===== config.mk =====
export PLATFORM = sky130hd
export DESIGN_NAME = ask_level_scaler
export DESIGN_NICKNAME = d
export VERILOG_FILES = /design/src/rtl/akm_pkg.sv /design/src/rtl/akm_gain_sel.sv /design/src/rtl/akm_scale.sv /design/src/rtl/ask_level_scaler.sv
export SDC_FILE = /design/constraint.sdc
export NUM_CORES = 1
export LEC_CHECK = 0
export ABC_AREA = 1
export BUFFER_PORTS_ARGS = -buffer_cell sky130_fd_sc_hd__buf_2
export CAP_MARGIN = 40
export CORE_AREA = 2 2 133 135
export CTS_CLUSTER_SIZE = 14
export DETAILED_ROUTE_END_ITERATION = 6
export DIE_AREA = 0 0 135 137
export PLACE_DENSITY = 0.47
export SYNTH_ARGS = -nofsm -noshare
export SYNTH_HDL_FRONTEND = slang
export SYNTH_HIERARCHICAL = 1
export SYNTH_SLANG_ARGS = --single-unit

===== constraint.sdc =====
create_clock -name clk -period 7.2 [get_ports clk]
set_input_delay 0.72 -clock clk [delete_from_list [all_inputs] [get_ports clk]]
set_output_delay 0.72 -clock clk [all_outputs]
set_load 0.05 [all_outputs]

===== src/rtl/akm_pkg.sv =====
// Package: shared constants and the level encoding for the amplitude keying scaler.
// Assumes gains never exceed 2**FRAC_W, so a shifted product fits the sample width.
package akm_pkg;
    localparam int DEF_DATA_W     = 12;
    localparam int DEF_FRAC_W     = 10;
    localparam int DEF_GAIN_HIGH  = 1024;
    localparam int DEF_GAIN_LOW   = 307;

    typedef enum logic {
        LEVEL_LOW  = 1'b0,
        LEVEL_HIGH = 1'b1
    } level_e;
endpackage


===== src/rtl/akm_gain_sel.sv =====
// Gain selector: maps the level select to one of two fixed signed gain constants.
// Assumes both gains are non-negative and fit GAIN_W bits as signed values.
module akm_gain_sel #(
    parameter int GAIN_W    = 12,
    parameter int GAIN_HIGH = akm_pkg::DEF_GAIN_HIGH,
    parameter int GAIN_LOW  = akm_pkg::DEF_GAIN_LOW
) (
    input  akm_pkg::level_e          level,
    output logic signed [GAIN_W-1:0] gain
);
    localparam logic signed [GAIN_W-1:0] HIGH_C = GAIN_W'(GAIN_HIGH);
    localparam logic signed [GAIN_W-1:0] LOW_C  = GAIN_W'(GAIN_LOW);

    // Pick the gain constant for the requested level.
    always_comb begin
        gain = (level == akm_pkg::LEVEL_HIGH) ? HIGH_C : LOW_C;
    end
endmodule


===== src/rtl/akm_scale.sv =====
// Scaler datapath: signed multiply at PROD_W bits, then arithmetic right shift by FRAC_W.
// Assumes PROD_W = DATA_W + FRAC_W and |gain| <= 2**FRAC_W, so nothing wraps.
module akm_scale #(
    parameter int DATA_W = akm_pkg::DEF_DATA_W,
    parameter int FRAC_W = akm_pkg::DEF_FRAC_W,
    parameter int GAIN_W = FRAC_W + 2
) (
    input  logic signed [DATA_W-1:0] sample,
    input  logic signed [GAIN_W-1:0] gain,
    output logic signed [DATA_W-1:0] scaled
);
    localparam int PROD_W = DATA_W + FRAC_W;

    logic signed [PROD_W-1:0] sample_ext;
    logic signed [PROD_W-1:0] gain_ext;
    logic signed [PROD_W-1:0] product;

    // Sign-extend both operands to the product width.
    always_comb begin
        sample_ext = PROD_W'(sample);
        gain_ext   = PROD_W'(gain);
    end

    // Form the product and drop the fraction bits, rounding toward minus infinity.
    always_comb begin
        product = sample_ext * gain_ext;
        scaled  = DATA_W'(product >>> FRAC_W);
    end
endmodule


===== src/rtl/ask_level_scaler.sv =====
// Top: two-level amplitude keying of a signed sample stream with one register stage.
// Assumes the level select is valid together with each sample; reset is synchronous, active low.
module ask_level_scaler #(
    parameter int DATA_W    = akm_pkg::DEF_DATA_W,
    parameter int FRAC_W    = akm_pkg::DEF_FRAC_W,
    parameter int GAIN_HIGH = akm_pkg::DEF_GAIN_HIGH,
    parameter int GAIN_LOW  = akm_pkg::DEF_GAIN_LOW
) (
    input  logic              clk,
    input  logic              rst_n,
    input  logic [DATA_W-1:0] in_sample,
    input  logic              in_valid,
    input  logic              level_hi,
    output logic [DATA_W-1:0] out_sample,
    output logic              out_valid
);
    localparam int GAIN_W = FRAC_W + 2;

    akm_pkg::level_e          level;
    logic signed [GAIN_W-1:0] gain;
    logic signed [DATA_W-1:0] scaled;

    // Decode the raw select into the level type.
    always_comb begin
        level = level_hi ? akm_pkg::LEVEL_HIGH : akm_pkg::LEVEL_LOW;
    end

    akm_gain_sel #(
        .GAIN_W    (GAIN_W),
        .GAIN_HIGH (GAIN_HIGH),
        .GAIN_LOW  (GAIN_LOW)
    ) u_gain (
        .level (level),
        .gain  (gain)
    );

    akm_scale #(
        .DATA_W (DATA_W),
        .FRAC_W (FRAC_W),
        .GAIN_W (GAIN_W)
    ) u_scale (
        .sample (signed'(in_sample)),
        .gain   (gain),
        .scaled (scaled)
    );

    // Output register: capture a scaled sample on valid input, hold otherwise.
    always_ff @(posedge clk) begin
        if (!rst_n) begin
            out_valid  <= 1'b0;
            out_sample <= '0;
        end else begin
            out_valid <= in_valid;
            if (in_valid) begin
                out_sample <= scaled;
            end
        end
    end

    // valid follows input valid by one cycle.
    a_r2_valid_follows: assert property (@(posedge clk) disable iff (!rst_n)
        in_valid |=> out_valid);
    a_r2_idle_follows: assert property (@(posedge clk) disable iff (!rst_n)
        !in_valid |=> !out_valid);
    // high level passes the sample through unchanged.
    a_r3_high_identity: assert property (@(posedge clk) disable iff (!rst_n)
        (in_valid && level_hi) |=> (out_sample == $past(in_sample)));
    // a non-negative input at the low level never comes out negative.
    a_r5_sign_kept: assert property (@(posedge clk) disable iff (!rst_n)
        (in_valid && !level_hi && !in_sample[DATA_W-1]) |=> !out_sample[DATA_W-1]);
    // output holds while no sample arrives.
    a_r7_hold: assert property (@(posedge clk) disable iff (!rst_n)
        !in_valid |=> $stable(out_sample));
endmodule


==> results of run 1 <==
-- flip-flops by register name, indices dropped and copies added, names as in the netlist --
name        flops
out_sample     12
out_valid       1
-- layout by cell type, fill, tap and decap left out, types with 2 or more instances in the layout --
master     Yosys  layout
nand3_1       15      15
buf_2          0      28
nand4_1        2       2
inv_1        259     259
clkbuf_16      0       3
nor3_1         4       4
o21ai_0        2       2
xor2_1         7       7
ha_1          45      45
nand2_2        3       3
or2_2          2       2
o21ai_1        3       3
nor2_1        53      53
a21oi_1       13      13
nand2_1      245     245
conb_1         1       6
fa_1         126     126
dfxtp_1       13      13
xnor2_1        3       3
-- worst paths after layout --
| kind | slack [ns] | cells after the start | end | start |
|---|---|---|---|---|
| worst min register to register | 0.47 | 2 | out_sample[4] | out_sample[4] |
| worst max-delay path | 1.54 | 24 | out_sample[5] | level_hi |
| worst min-delay path | 0.47 | 2 | out_sample[4] | out_sample[4] |
| worst max register to register | 6.64 | 2 | out_sample[9] | out_sample[9] |
-- through the flow --
| step | utilization | setup slack (ns) | cell area [um^2] | instances | hold WS (ns) |
|---|---|---|---|---|---|
| finish | 0.3723 | 1.536 | 6350 | 1068 | 0.4672 |
| global route | 0.3723 | 1.086 | 6350 | 1068 | 0.4821 |
| CTS | 0.3723 | 1.529 | 6350 | 1068 | 0.4656 |
| detailed placement | 0.3677 | 1.291 | 6271 | 1064 | 0.4599 |
| global placement | 0.3677 | 1.405 | 6271 | 1064 | 0.4599 |
| floorplan | - | 1.945 | 6060 | 849 | 0.6887 |
-- per-layer routing --
| layer | track usage | share of wire |
|---|---|---|
| met2 | 0.3020 | 0.54 |
| met5 | 0 | 0 |
| met3 | 0.009259 | 0.015 |
| met1 | 0.1916 | 0.43 |
| met4 | 0.01447 | 0.0068 |
-- cell type report --
type | count | area, um^2 | area share
sequential | 13 | 260.3 | 0.04099
multi-input combinational | 536 | 4602 | 0.7247
tap | 225 | 281.5 | 0.04433
clock buffer | 4 | 78.83 | 0.01241
timing repair buffer | 29 | 147.6 | 0.02325
inverter | 261 | 979.7 | 0.1543
-- kinds of logic (layout without fill, tap and decap cells) --
logic type      after synthesis  in the layout  share of synthesized area
flops                        13             13                    0.04308
simple gates                327            327                     0.2121
compound gates               22             22                    0.02071
other cells                   1              6                  0.0006208
xor+xnor                     10             10                    0.01450
fa+ha+maj                   171            171                     0.5108
buf+inv                     300            294                     0.1982
-- critical path, delay by kind of cell --
| kind | cells | cell delay (ns) |
|---|---|---|
| AND/OR/NAND/NOR | 9 | 0.65 |
| buffers and inverters | 7 | 1.07 |
| adder cells (fa/ha/maj) | 6 | 2.81 |
| AO/OA/AOI/OAI | 2 | 0.50 |
==> flow_summary.yaml, run 1 <==
run_status:
  status: "completed"
run:
  max-cap-violations: 0
timing:
  skew_ns: 0
  fmax_ghz: 0.1765
  drv_slew: 0
  finalSetupViolations: 0
  worst_slew_pin_slew_ns: 0.5033
  rsz0062_at_grt: "false"
  fin_crit_ns: 5.664
  fin_tns_setup_ns: 0
  finalCritPeriodShare: 0.7867
  hold_violations: 0
  relSlewSlack: 0.6645
finish:
  nets: 1031
  antenna_cells_inserted: 0
  area_growth_pct: 5.116
  fill_cells: 1910
  drive_gt1_frac: 0.04864
clock_network:
  clk_pin_slew_ns: 0.04
  clock_sinks: 13
  post_cts_resized: 0
  cts_tree: "yes"
  insertion_delay_ns: 0.24
  htree_num_levels: 1
  postCtsHoldBufs: 0
  post_cts_buffers: 0
  clockRootBuffer: "clkbuf_16"
  cts_buffer_depth: 2
  cts_buffers: 3
global_routing:
  grt_pass1_vias: 4765
  antenna_found_initial: 0
  grtUsageTotal: 0.1539
  grt_max_degree: 52
  grt_overflow: 0
  grt_pass1_wl_um: 22780
floorplan:
  io_pins: 29
  rows: 48
  fp.dieH_um: 137
  core-area_um2: 17060
  die-area_um2: 18500
  start_util: 0.3542
  die_w_um: 135
place:
  hpwl_um: 10920
  gp_congestion: 0.8323
  port_buffers: 28
yosys:
  synth.most_common_cell: "inv_1"
  synth_ff_type: "dfxtp_1"
  synth_commonest_cells: "259 x inv_1, 245 x nand2_1, 126 x fa_1, 53 x nor2_1, 45 x ha_1"
  synth.largest_area_cell: "fa_1"
  synthTopCellsByArea: "fa_1 42%, inv_1 16%, nand2_1 15%, ha_1 9.3%, dfxtp_1 4.3%"
  synth_edf_count: 0
  synth_top_area_share: 0.4176
  ys_ff_latch: 13
  avgSynthCellArea_um2: 7.157
  async_flop_share: 0
  yosys_warnings: 6
  syn_inst: 844
  syn_area_um2: 6041
  yosysUniqueCellTypes: 30
  yosysSeqAreaShare: 0.04308
hold_path:
  hp-class: "flip-flop to flip-flop"
route:
  drt_iter0_drc: 182
  finalWirelength_um: 12760
  drc: 0
  via_count: 4600
  vias_per_cell: 4.307
  avgRoutedWirePerCell_um: 11.95
  drt_first_pass_iters: 4
  ant_nets: 0
setup_path:
  critPathMaxFanout: 51
  cp_slowest_stage_delay_ns: 0.52
  arrival_ns: 5.80
  cp.required_ns: 7.33
  cp_slowest_cell: "fa_1"
  crit_type: "primary input to flip-flop"
  path_common_cell: "nand2_1"
  crit_path_end_kind: "flip-flop"
  crit_path_start_kind: "primary input"
  critical_path.cell_chain: "buf_2 > inv_1 > buf_4 > nand2_1 > fa_1 > inv_1 > fa_1 > fa_1 > fa_1 > inv_1 > fa_1 > inv_1 > ha_1 > a21oi_1 > a21boi_2 > nand2_2 > nand2_1 > nand2_1 > nand2_1 > nand2_1 > inv_1 > nand2_1 > nand2_1 > nor2_1"
Power of run 1 is left out: the tool's default activity adds up to more than one toggle a clock period on the data nets, which glitch-free logic cannot reach.
==> run 2: changes to the inputs <==
==> constraint.sdc (replaced) <==
create_clock -name clk -period 5.7 [get_ports clk]
set_input_delay 0.57 -clock clk [delete_from_list [all_inputs] [get_ports clk]]
set_output_delay 0.57 -clock clk [all_outputs]
set_load 0.05 [all_outputs]
==> flow_summary.yaml, run 2 (synthesis gave the netlist of run 1 again) <==
run_status:
  status: "completed"
clock_network:
  cts_buffer_depth: 2
  cts_buffers: 3
  insertion_delay_ns: 0.24
  post_cts_resized: 0
  clock_sinks: 13
  post_cts_buffers: 0
  clk_pin_slew_ns: 0.04
  htree_num_levels: 1
  cts_tree: "yes"
  postCtsHoldBufs: 0
  clockRootBuffer: "clkbuf_16"
finish:
  regArea_um2: 260.3
  regMostFlops: "out_sample"
  drive_gt1_frac: 0.05536
  stdcell_count: 1074
  area_growth_pct: 6.069
  fill_cells: 1886
  final_cell_mix: "259 x inv_1, 245 x nand2_1, 126 x fa_1"
  antenna_cells_inserted: 0
  final_common_cell: "inv_1"
  largest_reg_flops: 12
  multi_input_area_um2: 4602
  largestRegisters: "out_sample x12, out_valid x1"
  nets: 1037
place:
  hpwl_um: 11060
  gp_congestion: 0.8338
  port_buffers: 28
  dpl.cell_count: 1070
route:
  vias_per_cell: 4.324
  finalWirelength_um: 13020
  avgRoutedWirePerCell_um: 12.12
  via_count: 4644
  drc: 0
  drt_iter0_drc: 228
  drt_first_pass_iters: 4
  ant_nets: 0
setup_path:
  crit_path_end_kind: "flip-flop"
  cp.required_ns: 5.88
  arrival_ns: 5.28
  crit_path_start_kind: "primary input"
  crit_type: "primary input to flip-flop"
  critPathLaunch: "level_hi"
  critPathMaxFanout: 12
  r2r-start: "out_sample[10]"
timing:
  hold_violations: 0
  fmax_ghz: 0.1962
  drv_slew: 0
  finalCritPeriodShare: 0.8941
  fin_tns_setup_ns: 0
  skew_ns: 0
  finalSetupViolations: 0
  rsz0062_at_grt: "false"
  fin_crit_ns: 5.096
floorplan:
  core-area_um2: 17060
  rows: 48
  die-area_um2: 18500
  start_util: 0.3542
  die_w_um: 135
  fp.dieH_um: 137
  io_pins: 29
global_routing:
  grt_max_degree: 46
  grtUsageTotal: 0.1569
  grt_overflow: 0
  antenna_found_initial: 0
  grt_pass1_wl_um: 23170
  grt_pass1_vias: 4971
run:
  max-cap-violations: 0
hold_path:
  hp-start: "out_sample[6]"
  hp-class: "flip-flop to flip-flop"
## run 2: changes by cell type in the layout (fill, tap and decap cells not counted)
cell	previous run	this run
buf_12	0	1
buf_4	1	6
## run 2: stage by stage
| stage | area (um^2) | setup slack, ns | utilization | hold WS, ns |
|---|---|---|---|---|
| 2_1_floorplan | 6060 | 0.5953 | - | 0.6887 |
| 3_3_place_gp | 6329 | 0.2502 | 0.3710 | 0.4560 |
| 3_5_place_dp | 6329 | 0.3267 | 0.3710 | 0.4597 |
| 4_1_cts | 6407 | 0.5671 | 0.3757 | 0.4678 |
| 5_1_grt | 6407 | 0.3043 | 0.3757 | 0.4834 |
| 6_report | 6407 | 0.6039 | 0.3757 | 0.4647 |
## run 2: path summary, 6_finish.rpt
path | end | slack, ns | cells after the start
max | out_sample[11] | 0.60 | 24
min | out_sample[6] | 0.46 | 2
max reg2reg | out_sample[10] | 5.12 | 2
min reg2reg | out_sample[6] | 0.46 | 2
## run 2: critical path: stages
cell	delay, ns
buf_2	0.08
inv_1	0.08
buf_4	0.19
nand2_1	0.06
inv_1	0.05
fa_1	0.70
fa_1	0.56
fa_1	0.56
inv_1	0.05
fa_1	0.51
fa_1	0.56
inv_1	0.05
ha_1	0.36
nand2_1	0.14
nor2_1	0.07
nor2_1	0.08
nand3_1	0.10
a21oi_1	0.14
nand2_1	0.06
nand2_1	0.06
inv_1	0.04
nand2_1	0.05
nand2_1	0.05
nor2_1	0.07
## run 2: layout make-up
type,instances,area share
multi-input cells,536,0.7182
flip-flops and latches,13,0.04062
clock buffers,4,0.01230
repair buffers,35,0.03203
well taps,225,0.04394
inverters,261,0.1529
## run 2: layer usage
layer | GRT usage | part of all wire | vias up | wire, um
met5 | 0 | 0 | - | 0
met4 | 0.009259 | 0.0054 | 0 | 70
met3 | 0.01037 | 0.013 | 4 | 174
met2 | 0.3144 | 0.54 | 36 | 7028
met1 | 0.1917 | 0.44 | 2268 | 5744
li1 | - | - | 2336 | -
Power of run 2 is left out for the same reason.
==> run 3: changes to the inputs <==
--- a/config.mk
+++ b/config.mk
@@ -8,11 +8,11 @@
 export ABC_AREA = 1
 export BUFFER_PORTS_ARGS = -buffer_cell sky130_fd_sc_hd__buf_2
 export CAP_MARGIN = 40
-export CORE_AREA = 2 2 133 135
+export CORE_AREA = 2 2 135 137
 export CTS_CLUSTER_SIZE = 14
 export DETAILED_ROUTE_END_ITERATION = 6
-export DIE_AREA = 0 0 135 137
-export PLACE_DENSITY = 0.47
+export DIE_AREA = 0 0 137 139
+export PLACE_DENSITY = 0.46
 export SYNTH_ARGS = -nofsm -noshare
 export SYNTH_HDL_FRONTEND = slang
 export SYNTH_HIERARCHICAL = 1
==> flow_summary.yaml, run 3 (synthesis gave the netlist of run 1 again) <==
clock_network:
  cts_buffer_depth: 2
  insertion_delay_ns: 0.24
  cts_buffers: 3
  postCtsHoldBufs: 0
  clock_sinks: 13
  cts_tree: "yes"
  post_cts_resized: 0
  clockRootBuffer: "clkbuf_16"
  clk_pin_slew_ns: 0.04
  post_cts_buffers: 0
  htree_num_levels: 1
place:
  gp_congestion: 0.8199
  port_buffers: 28
  hpwl_um: 11220
  dpl_cell_area_um2: 6319
  dpl.cell_count: 1072
finish:
  final_cell_mix: "259 x inv_1, 245 x nand2_1, 126 x fa_1"
  largestRegisters: "out_sample x12, out_valid x1"
  final_common_cell: "inv_1"
  fill_cells: 1978
  largest_reg_flops: 12
  drive_gt1_frac: 0.05313
  area_growth_pct: 5.903
  nets: 1035
  final_area_um2: 6397
  stdcell_count: 1076
  regMostFlops: "out_sample"
  antenna_cells_inserted: 0
  final_util: 0.3623
floorplan:
  io_pins: 29
  start_util: 0.3421
  die-area_um2: 19040
  fp.dieH_um: 139
  die_w_um: 137
  core-area_um2: 17660
  rows: 49
route:
  vias_per_cell: 4.293
  via_count: 4619
  drt_first_pass_iters: 4
  drc: 0
  avgRoutedWirePerCell_um: 12.01
  ant_nets: 0
  drt_iter0_drc: 171
  finalWirelength_um: 12920
timing:
  fin_tns_setup_ns: 0
  rsz0062_at_grt: "false"
  drv_slew: 0
  finalCritPeriodShare: 0.8873
  hold_violations: 0
  skew_ns: 0
  finalSetupViolations: 0
  fin_crit_ns: 5.058
  fmax_ghz: 0.1977
setup_path:
  critical_path.cell_chain: "buf_2 > inv_1 > buf_12 > nand2_1 > fa_1 > fa_1 > inv_1 > fa_1 > fa_1 > inv_1 > fa_1 > inv_1 > ha_1 > a21oi_1 > o21ai_1 > nand2_1 > nor3b_1 > nand2_1 > nand2_1 > nand2_1 > inv_1 > nand2_1 > nand2_1 > nor2_1"
  arrival_ns: 5.20
  crit_path_end_kind: "flip-flop"
  reg2regPathDepth: 2
  cp_slowest_stage_delay_ns: 0.51
  cp_slowest_cell: "fa_1"
  cp.depth: 24
  crit_family: "adder cells"
  crit_buf_inv: 7
  cp.required_ns: 5.84
  rrSetupSlack_ns: 5.14
  path_common_cell: "nand2_1"
  crit_type: "primary input to flip-flop"
  critPathMaxFanout: 38
  crit_path_start_kind: "primary input"
run_status:
  status: "completed"
global_routing:
  antenna_found_initial: 0
  grt_max_degree: 39
  grt_overflow: 0
  grt_pass1_wl_um: 23610
  grt_pass1_vias: 5118
  grtUsageTotal: 0.1531
hold_path:
  hold_depth: 2
  hp-class: "flip-flop to flip-flop"
run:
  max-cap-violations: 0
==> run 3: cell types whose count changed in the layout (fill, tap and decap cells not counted), sizes merged <==
cell / change
buf: -2
==> run 3: worst min-delay path: cells and delay by family, from the launching register on <==
kind             cells  cell delay [ns]
DFF                  1             0.30
and+or+nand+nor      2             0.13
==> run 3: final timing paths <==
kind	start	to
setup reg to reg	out_sample[9]	out_sample[9]
hold / removal	out_sample[8]	out_sample[8]
hold reg to reg	out_sample[8]	out_sample[8]
setup / recovery	level_hi	out_sample[10]
==> run 3: per-layer routing <==
| layer | up-vias | share of wire | global-route usage |
|---|---|---|---|
| li1 | 2331 | - | - |
| met1 | 2217 | 0.42 | 0.1865 |
| met2 | 61 | 0.55 | 0.2964 |
| met3 | 10 | 0.021 | 0.01023 |
| met4 | 0 | 0.012 | 0.02116 |
| met5 | - | 0 | 0 |
==> run 3: cell type report <==
class | instances | area (um^2) | area share
repair buffers | 33 | 190.2 | 0.02973
well taps | 229 | 286.5 | 0.04479
clock buffers | 4 | 78.83 | 0.01232
inverters | 261 | 979.7 | 0.1531
multi-input cells | 536 | 4602 | 0.7193
flip-flops and latches | 13 | 260.3 | 0.04068
==> run 3: stage by stage <==
stage | setup WS (ns) | hold slack (ns)
6_report | 0.6421 | 0.4687
5_1_grt | 0.1429 | 0.4976
4_1_cts | 0.5788 | 0.4683
3_5_place_dp | 0.3307 | 0.4632
3_3_place_gp | 0.3015 | 0.4608
2_1_floorplan | 0.5953 | 0.6887
Power of run 3 is left out for the same reason.
